**config.mk**
```make
export PLATFORM = sky130hd
export DESIGN_NAME = irq_route_regs
export DESIGN_NICKNAME = d
export VERILOG_FILES = /design/src/rtl/irq_route_pkg.sv /design/src/rtl/route_sel_decode.sv /design/src/rtl/route_entry_table.sv /design/src/rtl/irq_route_regs.sv
export SDC_FILE = /design/constraint.sdc
export NUM_CORES = 2
export LEC_CHECK = 0
export BUFFER_PORTS_ARGS = -buffer_cell sky130_fd_sc_hd__clkbuf_2
export CAP_MARGIN = 20
export CORE_AREA = 2 2 649 651
export CTS_CLUSTER_DIAMETER = 100
export DETAILED_ROUTE_END_ITERATION = 10
export DIE_AREA = 0 0 651 653
export GPL_TIMING_DRIVEN = 1
export HOLD_SLACK_MARGIN = 0.03
export PLACE_DENSITY = 0.36
export SETUP_SLACK_MARGIN = 0.02
export SLEW_MARGIN = 10
export SYNTH_ARGS = -nofsm -noshare
export SYNTH_HDL_FRONTEND = slang
export SYNTH_HIERARCHICAL = 1
export SYNTH_SLANG_ARGS = --single-unit
```
**constraint.sdc**
```tcl
create_clock -name clk -period 8.75 [get_ports clk]
set_input_delay 1.75 -clock clk [delete_from_list [all_inputs] [get_ports clk]]
set_output_delay 1.75 -clock clk [all_outputs]
set_load 0.005 [all_outputs]
```
**src/rtl/irq_route_pkg.sv**
```systemverilog
package irq_route_pkg;
    typedef enum logic [1:0] {SK_ID, SK_VER, SK_ENTRY, SK_NONE} sel_kind_e;
    typedef enum logic [1:0] {OFF_SEL, OFF_WIN, OFF_EOI, OFF_NONE} off_kind_e;
    localparam int ENT_W    = 64;
    localparam int HALF_W   = 32;
    localparam int SEL_W    = 8;
    localparam int RP_BIT   = 14;
    localparam int MASK_BIT = 16;
    localparam logic [SEL_W-1:0] ENT_BASE = 8'h10;
    localparam logic [ENT_W-1:0] ENT_RESET = 64'h1 << MASK_BIT;
endpackage

```
**src/rtl/route_sel_decode.sv**
```systemverilog
module route_sel_decode
    import irq_route_pkg::*;
#(
    parameter int NPINS = 24,
    parameter int IDX_W = 5
) (
    input  logic [SEL_W-1:0] sel,
    output sel_kind_e        kind,
    output logic [IDX_W-1:0] idx,
    output logic             hi,
    output logic             in_range
);
    logic [SEL_W-1:0] rel;
    logic [SEL_W-2:0] full_idx;

    always_comb begin
        rel      = sel - ENT_BASE;
        full_idx = rel[SEL_W-1:1];
        hi       = sel[0];
        idx      = full_idx[IDX_W-1:0];
        in_range = (sel >= ENT_BASE) && (int'(full_idx) < NPINS);
        if (sel == 8'h00)        kind = SK_ID;
        else if (sel == 8'h01)   kind = SK_VER;
        else if (sel >= ENT_BASE) kind = SK_ENTRY;
        else                     kind = SK_NONE;
    end
endmodule

```
**src/rtl/route_entry_table.sv**
```systemverilog
module route_entry_table
    import irq_route_pkg::*;
#(
    parameter int NPINS = 24,
    parameter int IDX_W = 5
) (
    input  logic                   clk,
    input  logic                   rst_n,
    input  logic                   wr_en,
    input  logic                   wr_hi,
    input  logic [IDX_W-1:0]       wr_idx,
    input  logic [HALF_W-1:0]      wr_data,
    input  logic [NPINS-1:0]       pend_set,
    input  logic [IDX_W-1:0]       rd_idx,
    input  logic                   rd_hi,
    output logic [HALF_W-1:0]      rd_word,
    output logic [NPINS*ENT_W-1:0] tbl_flat
);
    logic [ENT_W-1:0] ent [NPINS];

    for (genvar k = 0; k < NPINS; k++) begin : g_ent
        logic hit, lo_hit;
        assign hit    = wr_en && (int'(wr_idx) == k);
        assign lo_hit = hit && !wr_hi;

        always_ff @(posedge clk) begin
            if (!rst_n) begin
                ent[k] <= ENT_RESET;
            end else begin
                if (hit && wr_hi)
                    ent[k][ENT_W-1:HALF_W] <= wr_data;
                if (lo_hit)
                    ent[k][HALF_W-1:0] <= {wr_data[HALF_W-1:RP_BIT+1], 1'b0, wr_data[RP_BIT-1:0]};
                else if (pend_set[k])
                    ent[k][RP_BIT] <= 1'b1;
            end
        end

        assign tbl_flat[k*ENT_W +: ENT_W] = ent[k];

        assert_lo_clears_pending_R6: assert property (@(posedge clk) disable iff (!rst_n)
            lo_hit |=> !tbl_flat[k*ENT_W + RP_BIT]);
        assert_hi_keeps_pending_R6: assert property (@(posedge clk) disable iff (!rst_n)
            (hit && wr_hi && !pend_set[k]) |=>
                tbl_flat[k*ENT_W + RP_BIT] == $past(tbl_flat[k*ENT_W + RP_BIT]));
    end

    always_comb begin
        rd_word = '0;
        for (int k = 0; k < NPINS; k++)
            if (int'(rd_idx) == k)
                rd_word = rd_hi ? ent[k][ENT_W-1:HALF_W] : ent[k][HALF_W-1:0];
    end
endmodule

```
**src/rtl/irq_route_regs.sv**
```systemverilog
module irq_route_regs
    import irq_route_pkg::*;
#(
    parameter int NPINS = 24,
    parameter logic [7:0] VERSION = 8'h11,
    parameter int ID_W = 4,
    localparam int IDX_W = (NPINS > 1) ? $clog2(NPINS) : 1
) (
    input  logic                   clk,
    input  logic                   rst_n,
    input  logic                   req_valid,
    input  logic                   req_write,
    input  logic [7:0]             req_addr,
    input  logic [31:0]            req_wdata,
    output logic                   rd_valid,
    output logic [31:0]            rd_data,
    input  logic [NPINS-1:0]       pend_set,
    output logic [NPINS*64-1:0]    tbl_flat,
    output logic                   upd_valid,
    output logic [IDX_W-1:0]       upd_index,
    output logic                   eoi_valid,
    output logic [7:0]             eoi_vector
);
    localparam int ID_LSB = 24;
    localparam logic [7:0] MAX_PIN = 8'(NPINS - 1);

    logic [SEL_W-1:0] sel_q;
    logic [ID_W-1:0]  id_q;
    off_kind_e        off;
    sel_kind_e        kind;
    logic [IDX_W-1:0] idx;
    logic             hi, in_range;
    logic             wr_req, rd_req, tbl_wr;
    logic [31:0]      tbl_word, win_word, rd_next;

    always_comb begin
        unique case (req_addr[7:4])
            4'h0:    off = OFF_SEL;
            4'h1:    off = OFF_WIN;
            4'h4:    off = OFF_EOI;
            default: off = OFF_NONE;
        endcase
    end

    assign wr_req = req_valid && req_write;
    assign rd_req = req_valid && !req_write;
    assign tbl_wr = wr_req && (off == OFF_WIN) && (kind == SK_ENTRY) && in_range;

    route_sel_decode #(.NPINS(NPINS), .IDX_W(IDX_W)) u_dec (
        .sel(sel_q), .kind(kind), .idx(idx), .hi(hi), .in_range(in_range)
    );

    route_entry_table #(.NPINS(NPINS), .IDX_W(IDX_W)) u_tbl (
        .clk(clk), .rst_n(rst_n),
        .wr_en(tbl_wr), .wr_hi(hi), .wr_idx(idx), .wr_data(req_wdata),
        .pend_set(pend_set), .rd_idx(idx), .rd_hi(hi),
        .rd_word(tbl_word), .tbl_flat(tbl_flat)
    );

    always_comb begin
        unique case (kind)
            SK_ID:    win_word = 32'(id_q) << ID_LSB;
            SK_VER:   win_word = {8'h00, MAX_PIN, 8'h00, VERSION};
            SK_ENTRY: win_word = in_range ? tbl_word : '1;
            default:  win_word = '0;
        endcase
        unique case (off)
            OFF_SEL: rd_next = {24'h0, sel_q};
            OFF_WIN: rd_next = win_word;
            default: rd_next = '0;
        endcase
    end

    always_ff @(posedge clk) begin
        if (!rst_n) begin
            sel_q      <= '0;
            id_q       <= '0;
            rd_valid   <= 1'b0;
            rd_data    <= '0;
            upd_valid  <= 1'b0;
            upd_index  <= '0;
            eoi_valid  <= 1'b0;
            eoi_vector <= '0;
        end else begin
            rd_valid  <= rd_req;
            if (rd_req) rd_data <= rd_next;
            upd_valid <= tbl_wr;
            if (tbl_wr) upd_index <= idx;
            eoi_valid <= wr_req && (off == OFF_EOI);
            if (wr_req && off == OFF_EOI) eoi_vector <= req_wdata[7:0];
            if (wr_req && off == OFF_SEL) sel_q <= req_wdata[SEL_W-1:0];
            if (wr_req && off == OFF_WIN && kind == SK_ID)
                id_q <= req_wdata[ID_LSB +: ID_W];
        end
    end

    assert_rd_follows_req_R11: assert property (@(posedge clk) disable iff (!rst_n)
        rd_req |=> rd_valid);
    assert_upd_in_range_R8: assert property (@(posedge clk) disable iff (!rst_n)
        upd_valid |-> (int'(upd_index) < NPINS));
    assert_upd_after_write_R8: assert property (@(posedge clk) disable iff (!rst_n)
        $rose(upd_valid) |-> $past(req_valid && req_write));
    assert_eoi_after_write_R10: assert property (@(posedge clk) disable iff (!rst_n)
        eoi_valid |-> $past(req_valid && req_write && req_addr[7:4] == 4'h4));
endmodule

```
==> flow_summary.ini <==
[run_status]
status = complete, no violations

[clocking]
hold_buffers = 0
post_cts_buffers = 0
htreeDepth = 4
clk_pin_slew_ps = 60
cts_resized = 0
clock_path_buffers = 4
cts_tree = built
clk-insertion-delay-late_ps = 950
cts_inserted_buffers = 213
cts-root-buf = clkbuf_16
cts_sinks = 1596

[cells_and_area]
finalNetCount = 7326
drive_above_1_share_pct = 35.0
fill_cells = 44419
area_growth_pct = 30.2
final_util_pct = 23.5
fin_area_um2 = 98200

[global_route]
grt_pass1_vias = 57367
grt_max_degree = 89
grt_antenna_before_repair = 76
grt_usage_pct = 25.4
grt_pass1_wl_um = 692000
gr-total-overflow = 0

[logic_synthesis]
synth-async-reset-ratio_pct = 0
synth_fa_ha_area_share_pct = 0.0332
synth_compound_area_share_pct = 6.86
synthesis.nets = 5801
yosys.area_share.simple_pct = 16.2
synth_top_family_by_area = simple AND/OR/NAND/NOR gates
synth_seq_cells = 1596
synth-edff-count = 1536
synthDistinctLibCells = 67
syn_area_per_cell_um2 = 13.2
muxShareOfSynthArea_pct = 10.9
synth_xor_area_share_pct = 0.0232
ys.flop_type = edfxtp_1
ys_seq_area_share_pct = 62.7
synth.cell_area_um2 = 75400
postSynthCellCount = 5731
ys_warn_count = 6

[pwr]
irDropWorstVdd_uv = 157
internal_power_w = 0.0139
cellPowerDensity_nw_per_um2 = 193
p_seq_share_pct = 46.5
p_sw_w = 0.00505
p_sw_share_pct = 26.6
p_leak_nw = 36.4
pwr-share-comb_pct = 7.2
clkPwrFrac_pct = 46.3

[critical_path]
crit_slowest_cell = a21boi_0
end_kind = flip-flop
crit_path_max_incr_delay_ps = 800
start_kind = flip-flop
critPathKind = reg2reg
arrival_ps = 7220
required_ps = 9520
worst-path-max-fanout = 40
path_cells = clkinv_2, ha_1, inv_2, or3_2, nor2_4, buf_4, nor3_4, buf_4, nor3b_1, a21boi_0, o21ai_1, o21ai_0, o21ai_0

[route]
drtPass1Iterations = 7
drc_errors = 0
drt_wl_total_um = 561000
num_vias = 58205
avgViaCountPerCell = 4.47
drt_iter0_drc = 6106
routedWlPerCell_um = 43.1
ant_nets = 0

[timing]
fin_crit_sh_pct = 73.7
skew_ps = 78.0
fmax_mhz = 155
slew_violations = 0
rsz0062_at_grt = no
finalSetupViolCount = 0
hold_violations = 0
setup-tns-final_ps = 0
layout_setup_ws_ps = 2300
worstMarginPinSlew_ps = 1290
worst_hold_slack_ps = 458
min_period_ps = 6450
maxSlewHeadroom_pct = 11.6

[hold_path]
hold_path.class = reg2reg

[run]
cap_violations = 0

[floorplan]
start_util_pct = 18.0
fp.dieW_um = 651
io_pins = 1652
core_um2 = 418000
dieArea_um2 = 425000
std_cell_rows = 238
die_h_um = 653

[place]
pre_cts_ws_ps = 2110
port_buffers = 1647
gp_congestion = 0.877
hpwl_um = 435000
placed_cell_area_um2 = 91300
## path summary, 6_finish.rpt
kind / cells after the start / start / end / slack [ps]
min reg2reg: 2 / rd_data[24]$_SDFFE_PN0P_ / rd_data[24]$_SDFFE_PN0P_ / 460
max reg2reg: 13 / sel_q[4]$_SDFFE_PN0P_ / rd_data[20]$_SDFFE_PN0P_ / 2300
max: 13 / sel_q[4]$_SDFFE_PN0P_ / rd_data[20]$_SDFFE_PN0P_ / 2300
min: 2 / rd_data[24]$_SDFFE_PN0P_ / rd_data[24]$_SDFFE_PN0P_ / 460
## placed cells by master (no fill, tap or decap), types with 10 or more instances in the layout
cell,instances
a211oi_1,58
nor2_4,38
o21ai_4,48
or3_1,31
clkbuf_2,1614
inv_1,28
clkbuf_16,219
a221oi_1,57
edfxtp_1,1536
o21ai_0,197
o221ai_1,26
nor3_1,102
mux4_2,58
a21oi_1,100
dfxtp_1,56
buf_4,251
nand2_1,78
a2111oi_0,18
bufinv_16,13
nand4_1,29
a31oi_1,10
nand3_1,73
a2111oi_2,23
clkinv_2,39
a22oi_1,27
clkinv_1,44
a221o_1,36
o22a_1,31
nand2b_1,26
nor2_1,66
diode_2,51
mux2_2,188
mux2i_1,475
nor2_2,19
nor2b_1,35
and2_1,1503
o2111ai_1,34
clkbuf_1,48
o22ai_1,48
## cells in the mapped netlist (all sizes together) (32+ instances only)
cell type | number | share of area, %
a221oi | 58 | 0.67
nand3 | 75 | 0.50
mux2i | 479 | 6.4
a2111oi | 50 | 0.75
edfxtp | 1536 | 61
and2 | 1503 | 12
nor3 | 112 | 0.78
nor2 | 123 | 0.65
a221o | 36 | 0.48
nor2b | 35 | 0.29
o22ai | 48 | 0.40
or3 | 32 | 0.27
clkbuf | 424 | 2.1
dfxtp | 60 | 1.6
o2111ai | 37 | 0.43
nand2 | 83 | 0.41
mux2 | 188 | 2.8
mux4 | 58 | 1.7
a21oi | 100 | 0.66
o21ai | 254 | 1.7
a211oi | 58 | 0.58
buf | 145 | 1.0
## flip-flops by register name, indices dropped and copies added (netlist names)
| name | cells |
|---|---|
| eoi_vector | 8 |
| rd_data | 32 |
| rd_valid | 1 |
| upd_index | 5 |
| eoi_valid | 1 |
| sel_q | 8 |
| id_q | 4 |
| u_tbl/ent | 1536 |
| upd_valid | 1 |
## routing by layer
metal,track usage [%],share of wire (%),vias to the layer above,wire length [µm]
met3,6.00,6.7,539,37800
li1,-,-,24175,-
met2,48.4,54,2750,302000
met5,0,0.0098,-,55
met1,26.9,35,30733,197000
met4,9.02,4.2,8,23700
## power by group through the flow
stage          Sequential [W]  Clock [W]  Combinational, W
2_1_floorplan         0.00893          0          0.000320
3_3_place_gp          0.00897          0           0.00140
3_5_place_dp          0.00898          0           0.00141
4_1_cts               0.00882    0.00901           0.00141
5_1_grt               0.00884    0.00925           0.00140
6_report              0.00881    0.00879           0.00136
## critical path, delay by kind of cell (launching register included)
| family | cells | cell delay [ps] |
|---|---|---|
| buf+inv | 4 | 2250 |
| simple gates | 4 | 1640 |
| compound gates | 4 | 1280 |
| fa+ha+maj | 1 | 620 |
| flops | 1 | 400 |
## logic make-up after synthesis
group / after synthesis
AO/OA/AOI/OAI: 753
buffers and inverters: 600
XOR/XNOR: 2
multiplexers: 725
AND/OR/NAND/NOR: 2053
flip-flops: 1596
adder cells (fa/ha/maj): 2
## layout make-up
| class | count | area (µm²) | area share (%) |
|---|---|---|---|
| clock inverter | 127 | 1130 | 1.15 |
| timing repair buffer | 1879 | 10200 | 10.4 |
| sequential | 1596 | 47300 | 48.2 |
| antenna | 51 | 128 | 0.130 |
| inverter | 31 | 118 | 0.120 |
| clock buffer | 268 | 5670 | 5.78 |
| multi-input combinational | 3535 | 26700 | 27.2 |
| tap | 5520 | 6910 | 7.03 |
## through the flow
| step | instances | power [W] |
|---|---|---|
| floorplan | 5731 | 0.00925 |
| global placement | 12550 | 0.0104 |
| detailed placement | 12560 | 0.0104 |
| CTS | 12955 | 0.0192 |
| global route | 12958 | 0.0195 |
| finish | 13007 | 0.0190 |
(Power assumes the default switching activity.)
